==> src/rtl/scsi_tgt_pkg.sv <==
`timescale 1ns/1ps
package scsi_tgt_pkg;

    localparam int CDB_LEN = 6;
    localparam int CDB_IW  = $clog2(CDB_LEN);

    localparam logic [7:0] STS_CHECK = 8'h02;
    localparam logic [7:0] MSG_DONE  = 8'h00;

    // {MSG, C/D, I/O}
    localparam logic [2:0] PH_DOUT = 3'b000;
    localparam logic [2:0] PH_DIN  = 3'b001;
    localparam logic [2:0] PH_CMD  = 3'b010;
    localparam logic [2:0] PH_STAT = 3'b011;
    localparam logic [2:0] PH_MSGO = 3'b110;
    localparam logic [2:0] PH_MSGI = 3'b111;

    typedef enum logic [2:0] {
        ST_IDLE, ST_CMD, ST_WAITGO, ST_DATA,
        ST_STAT, ST_MSGI, ST_MSGO, ST_DROP
    } tgt_state_e;

    typedef enum logic [1:0] {
        HS_IDLE, HS_SETUP, HS_REQ, HS_REL
    } hs_state_e;

    typedef struct packed {
        logic [7:0] data;
        logic       perr;
    } hs_rx_t;

    function automatic logic odd_par(input logic [7:0] b);
        return ~^b;
    endfunction

    function automatic logic is_xfer(input tgt_state_e s);
        return (s == ST_CMD) || (s == ST_DATA) || (s == ST_STAT) ||
               (s == ST_MSGI) || (s == ST_MSGO);
    endfunction

    function automatic logic [2:0] phase_of(input tgt_state_e s, input logic to_init);
        case (s)
            ST_CMD:  return PH_CMD;
            ST_DATA: return to_init ? PH_DIN : PH_DOUT;
            ST_STAT: return PH_STAT;
            ST_MSGI: return PH_MSGI;
            ST_MSGO: return PH_MSGO;
            default: return 3'b000;
        endcase
    endfunction

endpackage

==> src/rtl/scsi_tgt_seldet.sv <==
`timescale 1ns/1ps
module scsi_tgt_seldet (
    input  logic clk,
    input  logic clr,
    input  logic arm,
    input  logic sel,
    input  logic bsy,
    input  logic io,
    input  logic id_bit,
    output logic hit
);
    // Registered selection qualifier: one clock of settling on the bus lines.
    always_ff @(posedge clk) begin
        if (clr) hit <= 1'b0;
        else     hit <= arm && sel && id_bit && !bsy && !io;
    end
endmodule

==> src/rtl/scsi_tgt_hs.sv <==
`timescale 1ns/1ps
module scsi_tgt_hs
    import scsi_tgt_pkg::*;
(
    input  logic       clk,
    input  logic       clr,
    input  logic       start,
    input  logic       to_init,
    input  logic       chk_en,
    input  logic [7:0] tx_byte,
    input  logic       ack,
    input  logic [7:0] db_in,
    input  logic       dbp_in,
    output logic       req,
    output logic       oe,
    output logic [7:0] db_out,
    output logic       dbp_out,
    output logic       idle,
    output logic       done,
    output hs_rx_t     rx
);
    hs_state_e  st;
    logic       dir_q;
    logic [7:0] tx_q;

    always_ff @(posedge clk) begin
        if (clr) begin
            st    <= HS_IDLE;
            dir_q <= 1'b0;
            tx_q  <= '0;
            rx    <= '0;
        end else begin
            case (st)
                HS_IDLE: if (start) begin
                    st    <= HS_SETUP;
                    dir_q <= to_init;
                    tx_q  <= tx_byte;
                end
                // data settles on the bus; REQ waits for ACK of the prior byte to fall
                HS_SETUP: if (!ack) st <= HS_REQ;
                HS_REQ: if (ack) begin
                    st      <= HS_REL;
                    rx.data <= db_in;
                    rx.perr <= !dir_q && chk_en && !(^{db_in, dbp_in});
                end
                HS_REL: if (!ack) st <= HS_IDLE;
                default: st <= HS_IDLE;
            endcase
        end
    end

    assign req     = (st == HS_REQ);
    assign oe      = dir_q && (st != HS_IDLE);
    assign db_out  = tx_q;
    assign dbp_out = odd_par(tx_q);
    assign idle    = (st == HS_IDLE);
    assign done    = (st == HS_REL) && !ack;
endmodule

==> src/rtl/scsi_tgt_seq.sv <==
`timescale 1ns/1ps
module scsi_tgt_seq
    import scsi_tgt_pkg::*;
#(
    parameter int MY_ID        = 3,
    parameter int LEN_W        = 8,
    parameter int RELEASE_CLKS = 3
) (
    input  logic                   clk,
    input  logic                   rst,
    input  logic                   bus_rst,
    input  logic                   bus_sel,
    input  logic                   bus_bsy_in,
    input  logic                   bus_io_in,
    input  logic                   bus_atn,
    input  logic                   bus_ack,
    input  logic [7:0]             bus_db_in,
    input  logic                   bus_dbp_in,
    output logic                   bus_bsy_out,
    output logic                   bus_req,
    output logic                   bus_msg,
    output logic                   bus_cd,
    output logic                   bus_io,
    output logic                   bus_db_oe,
    output logic [7:0]             bus_db_out,
    output logic                   bus_dbp_out,
    input  logic                   par_chk_en,
    output logic                   cmd_valid,
    output logic [8*CDB_LEN-1:0]   cmd_block,
    input  logic                   loc_go,
    input  logic                   loc_dir,
    input  logic [LEN_W-1:0]       loc_len,
    input  logic [7:0]             loc_status,
    input  logic [7:0]             loc_din,
    output logic                   loc_take,
    output logic [7:0]             loc_dout,
    output logic                   loc_dout_vld,
    output logic [7:0]             msg_byte,
    output logic                   msg_vld
);
    localparam int RCW = $clog2(RELEASE_CLKS + 1);
    localparam int CW  = (RCW > LEN_W) ? RCW : LEN_W;

    tgt_state_e       st, st_n, ret, ret_n, go_x;
    logic             go;
    logic [CW-1:0]    cnt;
    logic             pend, err, uatt, dir, dir_n;
    logic [LEN_W-1:0] len;
    logic [7:0]       sts_q, tx_byte, sts_byte;
    logic [2:0]       pb;
    logic [7:0]       cmd_r [CDB_LEN];
    logic             clr, sel_hit;
    logic             hs_start, hs_idle, hs_done, hs_req, hs_oe, hs_dbp;
    logic [7:0]       hs_dout;
    hs_rx_t           hs_rx;
    logic             cmd_last, data_last, cmd_bad;

    assign clr = rst || bus_rst;

    scsi_tgt_seldet u_sel (
        .clk(clk), .clr(clr), .arm(st == ST_IDLE), .sel(bus_sel),
        .bsy(bus_bsy_in), .io(bus_io_in), .id_bit(bus_db_in[MY_ID]), .hit(sel_hit)
    );

    assign hs_start = is_xfer(st) && hs_idle && !pend;

    scsi_tgt_hs u_hs (
        .clk(clk), .clr(clr), .start(hs_start), .to_init(pb[0]), .chk_en(par_chk_en),
        .tx_byte(tx_byte), .ack(bus_ack), .db_in(bus_db_in), .dbp_in(bus_dbp_in),
        .req(hs_req), .oe(hs_oe), .db_out(hs_dout), .dbp_out(hs_dbp),
        .idle(hs_idle), .done(hs_done), .rx(hs_rx)
    );

    assign sts_byte = (err || uatt) ? STS_CHECK : sts_q;

    always_comb begin
        case (st)
            ST_DATA: tx_byte = loc_din;
            ST_STAT: tx_byte = sts_byte;
            default: tx_byte = MSG_DONE;
        endcase
    end

    assign cmd_last  = hs_done && (cnt == CW'(CDB_LEN - 1));
    assign data_last = hs_done && (hs_rx.perr || (cnt == CW'(len) - CW'(1)));
    assign cmd_bad   = err || uatt || hs_rx.perr;
    assign dir_n     = (st == ST_WAITGO && loc_go) ? loc_dir : dir;

    // next state; every phase entry passes through the ATN check
    always_comb begin
        go   = 1'b0;
        go_x = ST_IDLE;
        st_n = st;
        case (st)
            ST_IDLE:   if (sel_hit) begin go = 1'b1; go_x = ST_CMD; end
            ST_CMD:    if (cmd_last) begin
                           if (cmd_bad) begin go = 1'b1; go_x = ST_STAT; end
                           else st_n = ST_WAITGO;
                       end
            ST_WAITGO: if (loc_go) begin
                           go   = 1'b1;
                           go_x = (loc_len == '0) ? ST_STAT : ST_DATA;
                       end
            ST_DATA:   if (data_last) begin go = 1'b1; go_x = ST_STAT; end
            ST_STAT:   if (hs_done) begin go = 1'b1; go_x = ST_MSGI; end
            ST_MSGI:   if (hs_done) st_n = ST_DROP;
            ST_MSGO:   if (hs_done) begin go = 1'b1; go_x = ret; end
            ST_DROP:   if (cnt == CW'(RELEASE_CLKS - 1)) st_n = ST_IDLE;
            default:   st_n = ST_IDLE;
        endcase
        ret_n = go ? go_x : ret;
        if (go) st_n = bus_atn ? ST_MSGO : go_x;
    end

    always_ff @(posedge clk) begin
        if (clr) begin
            st           <= ST_IDLE;
            ret          <= ST_IDLE;
            cnt          <= '0;
            pend         <= 1'b0;
            err          <= 1'b0;
            uatt         <= bus_rst && !rst;
            dir          <= 1'b0;
            len          <= '0;
            sts_q        <= '0;
            pb           <= 3'b000;
            cmd_valid    <= 1'b0;
            loc_take     <= 1'b0;
            loc_dout     <= '0;
            loc_dout_vld <= 1'b0;
            msg_byte     <= '0;
            msg_vld      <= 1'b0;
        end else begin
            st   <= st_n;
            ret  <= ret_n;
            dir  <= dir_n;
            if (st_n != st)                  cnt <= '0;
            else if (st == ST_DROP || hs_done) cnt <= cnt + CW'(1);
            if (hs_start)     pend <= 1'b1;
            else if (hs_done) pend <= 1'b0;

            if (st == ST_IDLE && sel_hit) err <= 1'b0;
            else if (hs_done && hs_rx.perr && (st == ST_CMD || st == ST_DATA)) err <= 1'b1;
            if (st == ST_STAT && hs_done) uatt <= 1'b0;

            if (st == ST_WAITGO && loc_go) begin
                len   <= loc_len;
                sts_q <= loc_status;
            end

            if (st_n == ST_IDLE)   pb <= 3'b000;
            else if (is_xfer(st_n)) pb <= phase_of(st_n, dir_n);

            cmd_valid    <= (st == ST_CMD) && (st_n == ST_WAITGO);
            loc_take     <= hs_start && (st == ST_DATA) && dir;
            loc_dout_vld <= hs_done && (st == ST_DATA) && !dir && !hs_rx.perr;
            if (hs_done && st == ST_DATA) loc_dout <= hs_rx.data;
            msg_vld      <= hs_done && (st == ST_MSGO);
            if (hs_done && st == ST_MSGO) msg_byte <= hs_rx.data;
        end
    end

    always_ff @(posedge clk) begin
        if (st == ST_CMD && hs_done) cmd_r[cnt[CDB_IW-1:0]] <= hs_rx.data;
    end

    for (genvar k = 0; k < CDB_LEN; k++) begin : g_cdb
        assign cmd_block[8*k +: 8] = cmd_r[k];
    end

    // bus reset releases every driven line in the same cycle
    assign bus_bsy_out = !bus_rst && (st != ST_IDLE) && (st != ST_DROP);
    assign bus_req     = !bus_rst && hs_req;
    assign bus_db_oe   = !bus_rst && hs_oe;
    assign bus_db_out  = hs_dout;
    assign bus_dbp_out = hs_dbp;
    assign bus_msg     = !bus_rst && pb[2];
    assign bus_cd      = !bus_rst && pb[1];
    assign bus_io      = !bus_rst && pb[0];
endmodule

==> config.mk <==
export PLATFORM = sky130hd
export DESIGN_NAME = scsi_tgt_seq
export DESIGN_NICKNAME = d
export VERILOG_FILES = /design/src/rtl/scsi_tgt_pkg.sv /design/src/rtl/scsi_tgt_seldet.sv /design/src/rtl/scsi_tgt_hs.sv /design/src/rtl/scsi_tgt_seq.sv
export SDC_FILE = /design/constraint.sdc
export NUM_CORES = 1
export LEC_CHECK = 0
export ABC_CLOCK_PERIOD_IN_PS = 2420
export BUFFER_PORTS_ARGS = -buffer_cell sky130_fd_sc_hd__buf_2
export CAP_MARGIN = 20
export CORE_UTILIZATION = 45
export DETAILED_ROUTE_END_ITERATION = 10
export GPL_ROUTABILITY_DRIVEN = 0
export MAX_ROUTING_LAYER = met4
export PLACE_DENSITY = 0.76
export SLEW_MARGIN = 20
export SYNTH_ARGS = -nofsm -noshare
export SYNTH_HDL_FRONTEND = slang
export SYNTH_SLANG_ARGS = --single-unit
export TNS_END_PERCENT = 50
==> constraint.sdc <==
create_clock -name clk -period 2.42 [get_ports clk]
set_input_delay 0.121 -clock clk [delete_from_list [all_inputs] [get_ports clk]]
set_output_delay 0.121 -clock clk [all_outputs]
set_load 0.01 [all_outputs]
==> run summary <==
Core ar. -> 0.0115 sq mm
Number of synthesized flops with an enable pin -> 49
Startpoint type of the worst setup path -> flip-flop
Synthesized flop and latch total -> 126
Cells after DPL -> 831
GRT overflow -> 0
Final Max Tran Viols -> 0
First-pass GRT wire length -> 22.3 mm
Crit end category -> flip-flop
Relative max-transition margin -> 0.557
Crit Path Class -> reg -> reg
Tmin final -> 2.55 ns
WL/cell -> 15.3 microns
Hold Crit Class -> in -> reg
YS warnings -> 0
Top Family by Delay on Critical Path -> simple AND/OR/NAND/NOR gates
Setup violators final -> 10
Hpwl dp -> 9.54 mm
Outcome -> finished, violations left
Syn_area_per_cell -> 9.91 sq um
Max-cap viol count -> 0
Worst setup margin -> -0.134 ns
Buffers on Ports -> 126
DRT Pass-1 Iters -> 8
PwrDens -> 656 mW/mm^2
# IOs -> 127
Die ar. -> 0.0123 sq mm
Post-Synth Adder-Cell Area -> 0.0187
Slowest stage delay, CP -> 0.37 ns
DRT antenna net count -> 0
Synthesized cell area -> 0.00535 sq mm
CTS buffer count -> 17
CTS Buffer Depth -> 2
Final Non-Filler Cells -> 893
Initial Util -> 0.465
Row Count -> 39
CTS tree -> yes
Vias per cell -> 5.34
Critical path cell sequence -> inv_4 -> ha_4 -> nor3b_4 -> or3_1 -> a31oi_1 -> o2111ai_2 -> a21oi_2 -> mux2i_2 -> nand2_1 -> and4b_1
WP data required -> 2.72 ns
Synth Area in Compound Gates -> 0.131
Maximum VDD drop -> 0.544 mV
CP max-delay cell -> dfxtp_4
Total Wirelength -> 13.7 mm
Layout Skew -> 0.00721 ns
Largest net degree at the start of global routing -> 65
Worst-Margin Slew -> 0.664 ns
Antenna violations before repair -> 0
Post-synthesis xor/xnor area fraction -> 0.0475
Root cell of the clock tree -> clkbuf_16
Clock Sinks -> 126
Worst skew pair latency -> 0.41 ns
1st-iter DRT viols -> 331
CTS H-tree depth -> 4
RSZ-0062 raised after global routing -> true
Post-synth cell types -> 57
Final Hold Viols -> 0
Final hold slack -> 0.0199 ns
Register area share after synthesis -> 0.563
Post-layout util -> 0.639
Syn Nets -> 592
Final period util -> 1.06
Vias in the first global route -> 4623
Largest family of logic cells by synthesized area -> simple AND/OR/NAND/NOR gates
Fraction of layout cells with a size suffix above 1 -> 0.311
Max FO, Critical Path -> 8
Crit path DAT -> 2.85 ns
Simple-gate share of the synthesized area -> 0.208
Die H -> 111 microns
Final net count -> 789
Worst Path Buf+Inv -> 1
DRC viols -> 30
Async set or reset register ratio after synthesis -> 0
FMAX -> 392 MHz
Reg clk slew, reported paths -> 0.05 ns
Vias -> 4766
GR Util All Layers -> 0.237
Die Span X -> 111 microns
Top FF cell, synth -> dfxtp_1
Leakage power -> 0.00310 uW
Syn-to-layout area delta -> 37.6%
Failing checks -> design-rule violations, negative setup slack
Synth Instances -> 540
Post-synthesis mux area share -> 0.00771
Antenna Diode Count -> 0
==> worst paths after layout <==
kind	from	endpoint	slack [ns]	cells past startpoint
setup / recovery	len[0]	cnt[6]	-0.13	10
hold reg to reg	sts_q[7]	sts_q[7]	0.45	2
hold / removal	loc_din[1]	u_hs.db_out[1]	0.02	3
setup reg to reg	len[0]	cnt[6]	-0.13	10
==> report_power, final <==
group | total, uW | internal (uW) | switching (uW) | leakage (uW)
Clock | 2480 | 1600 | 881 | 0.000290
Sequential | 2190 | 2190 | 1.97 | 0.00119
Combinational | 155 | 82.0 | 72.9 | 0.00162
Total | 4830 | 3870 | 956 | 0.00310
==> flip-flops by register name (all words and copies together), names as in the netlist, 2 cells and up <==
| register | cells |
|---|---|
| u_hs.st | 2 |
| st | 3 |
| ret | 3 |
| len | 8 |
| msg_byte | 8 |
| loc_dout | 8 |
| sts_q | 8 |
| u_hs.db_out | 8 |
| cmd_r | 48 |
| u_hs.rx | 9 |
| pb | 3 |
| cnt | 8 |
==> per-layer routing <==
metal,wire (microns),up-vias,share of wire,GRT usage
li1,-,2308,-,-
met1,5930,2246,0.43,0.284
met2,6590,193,0.48,0.390
met4,187,0,0.014,0.0757
met5,0,-,0,-
met3,950,19,0.070,0.0634
==> synth_stat cells (2+ instances only) <==
cell        n  area, sq um
and4b_1     8         80.1
a31oi_1     5         31.3
buf_1       2         7.51
nor3_1     17         85.1
a211o_1     2         17.5
mux2i_1     3         30.0
nor4_1      4         25.0
o311a_1     2         20.0
a211oi_1    8         60.1
edfxtp_1   49         1470
nor2_1     38          143
ha_1        8          100
or2_2       3         18.8
o21ai_0     9         45.0
nand2_1   111          417
xor2_1      4         35.0
and2_1      4         25.0
or3_1       2         12.5
xnor2_1    25          219
nor3b_1     3         22.5
nand3_1     6         30.0
clkbuf_1   20         75.1
nor2b_1     9         56.3
o211a_1     2         20.0
a22oi_1     7         52.6
dfxtp_1    77         1540
a221oi_1    2         17.5
nand4_1     7         43.8
nand2b_1    5         31.3
and4_1      3         26.3
o21a_1      2         15.0
inv_1      12         45.0
a21oi_1    57          285
==> final cells by class <==
class	instances	area, sq um
Inverter	12	47.5
Multi-Input combinational cell	380	2280
Clock inverter	10	110
Sequential cell	126	3020
Tap cell	143	179
Timing Repair Buffer	200	1250
Fill cell	924	4150
Clock buffer	22	475
==> placed cells by master, fill, tap and decap left out, types with 3 or more instances in the layout <==
cell type | Yosys | routed
a211oi_1 | 8 | 8
a21oi_1 | 57 | 55
a21oi_2 | 1 | 3
a22oi_1 | 7 | 7
a31oi_1 | 5 | 5
and2_1 | 4 | 4
and4_1 | 3 | 3
and4b_1 | 8 | 8
buf_2 | 0 | 126
buf_4 | 0 | 47
clkbuf_1 | 20 | 3
clkbuf_16 | 0 | 18
clkinv_2 | 0 | 3
dfxtp_1 | 77 | 75
dlygate4sd3_1 | 0 | 27
edfxtp_1 | 49 | 49
ha_1 | 8 | 7
inv_1 | 12 | 9
inv_4 | 0 | 4
nand2_1 | 111 | 111
nand2b_1 | 5 | 4
nand3_1 | 6 | 6
nand4_1 | 7 | 7
nor2_1 | 38 | 38
nor2b_1 | 9 | 9
nor3_1 | 17 | 16
nor4_1 | 4 | 3
o21ai_0 | 9 | 9
or2_2 | 3 | 3
xnor2_1 | 25 | 25
xor2_1 | 4 | 4
==> tightest hold or removal path, cell delays in order <==
cell and delay, ns:
buf_2 0.08, a21oi_1 0.05, a21oi_1 0.14
==> what timing repair did <==
item / CTS / global route
endpoints found under the setup margin: 9 / 13
buffers inserted: 2 / 1
endpoints found under the hold margin: 27 / 0
pin swaps: 0 / 3
gates resized for setup: 1 / 5
hold buffers: 27 / 0
==> kinds of logic after synthesis <==
logic type	count (synthesis)
xor gates and xnor gates	29
and+or+nand+nor	231
DFF	126
muxes	4
adders and majority gates	8
AOI/OAI and AO/OA	108
buffers and inverters	34
==> through the flow <==
| step | setup TNS (ns) | power (uW) | cell area, sq um | setup slack (ns) |
|---|---|---|---|---|
| floorplan | 0 | 2290 | 5410 | 0.00556 |
| global placement | -0.300 | 2350 | 6460 | -0.0391 |
| detailed placement | -0.746 | 2350 | 6460 | -0.0904 |
| CTS | -0.675 | 4860 | 7330 | -0.0984 |
| global route | -2.64 | 4970 | 7360 | -0.271 |
| finish | -1.05 | 4830 | 7360 | -0.134 |
(Power assumes the default switching activity.)
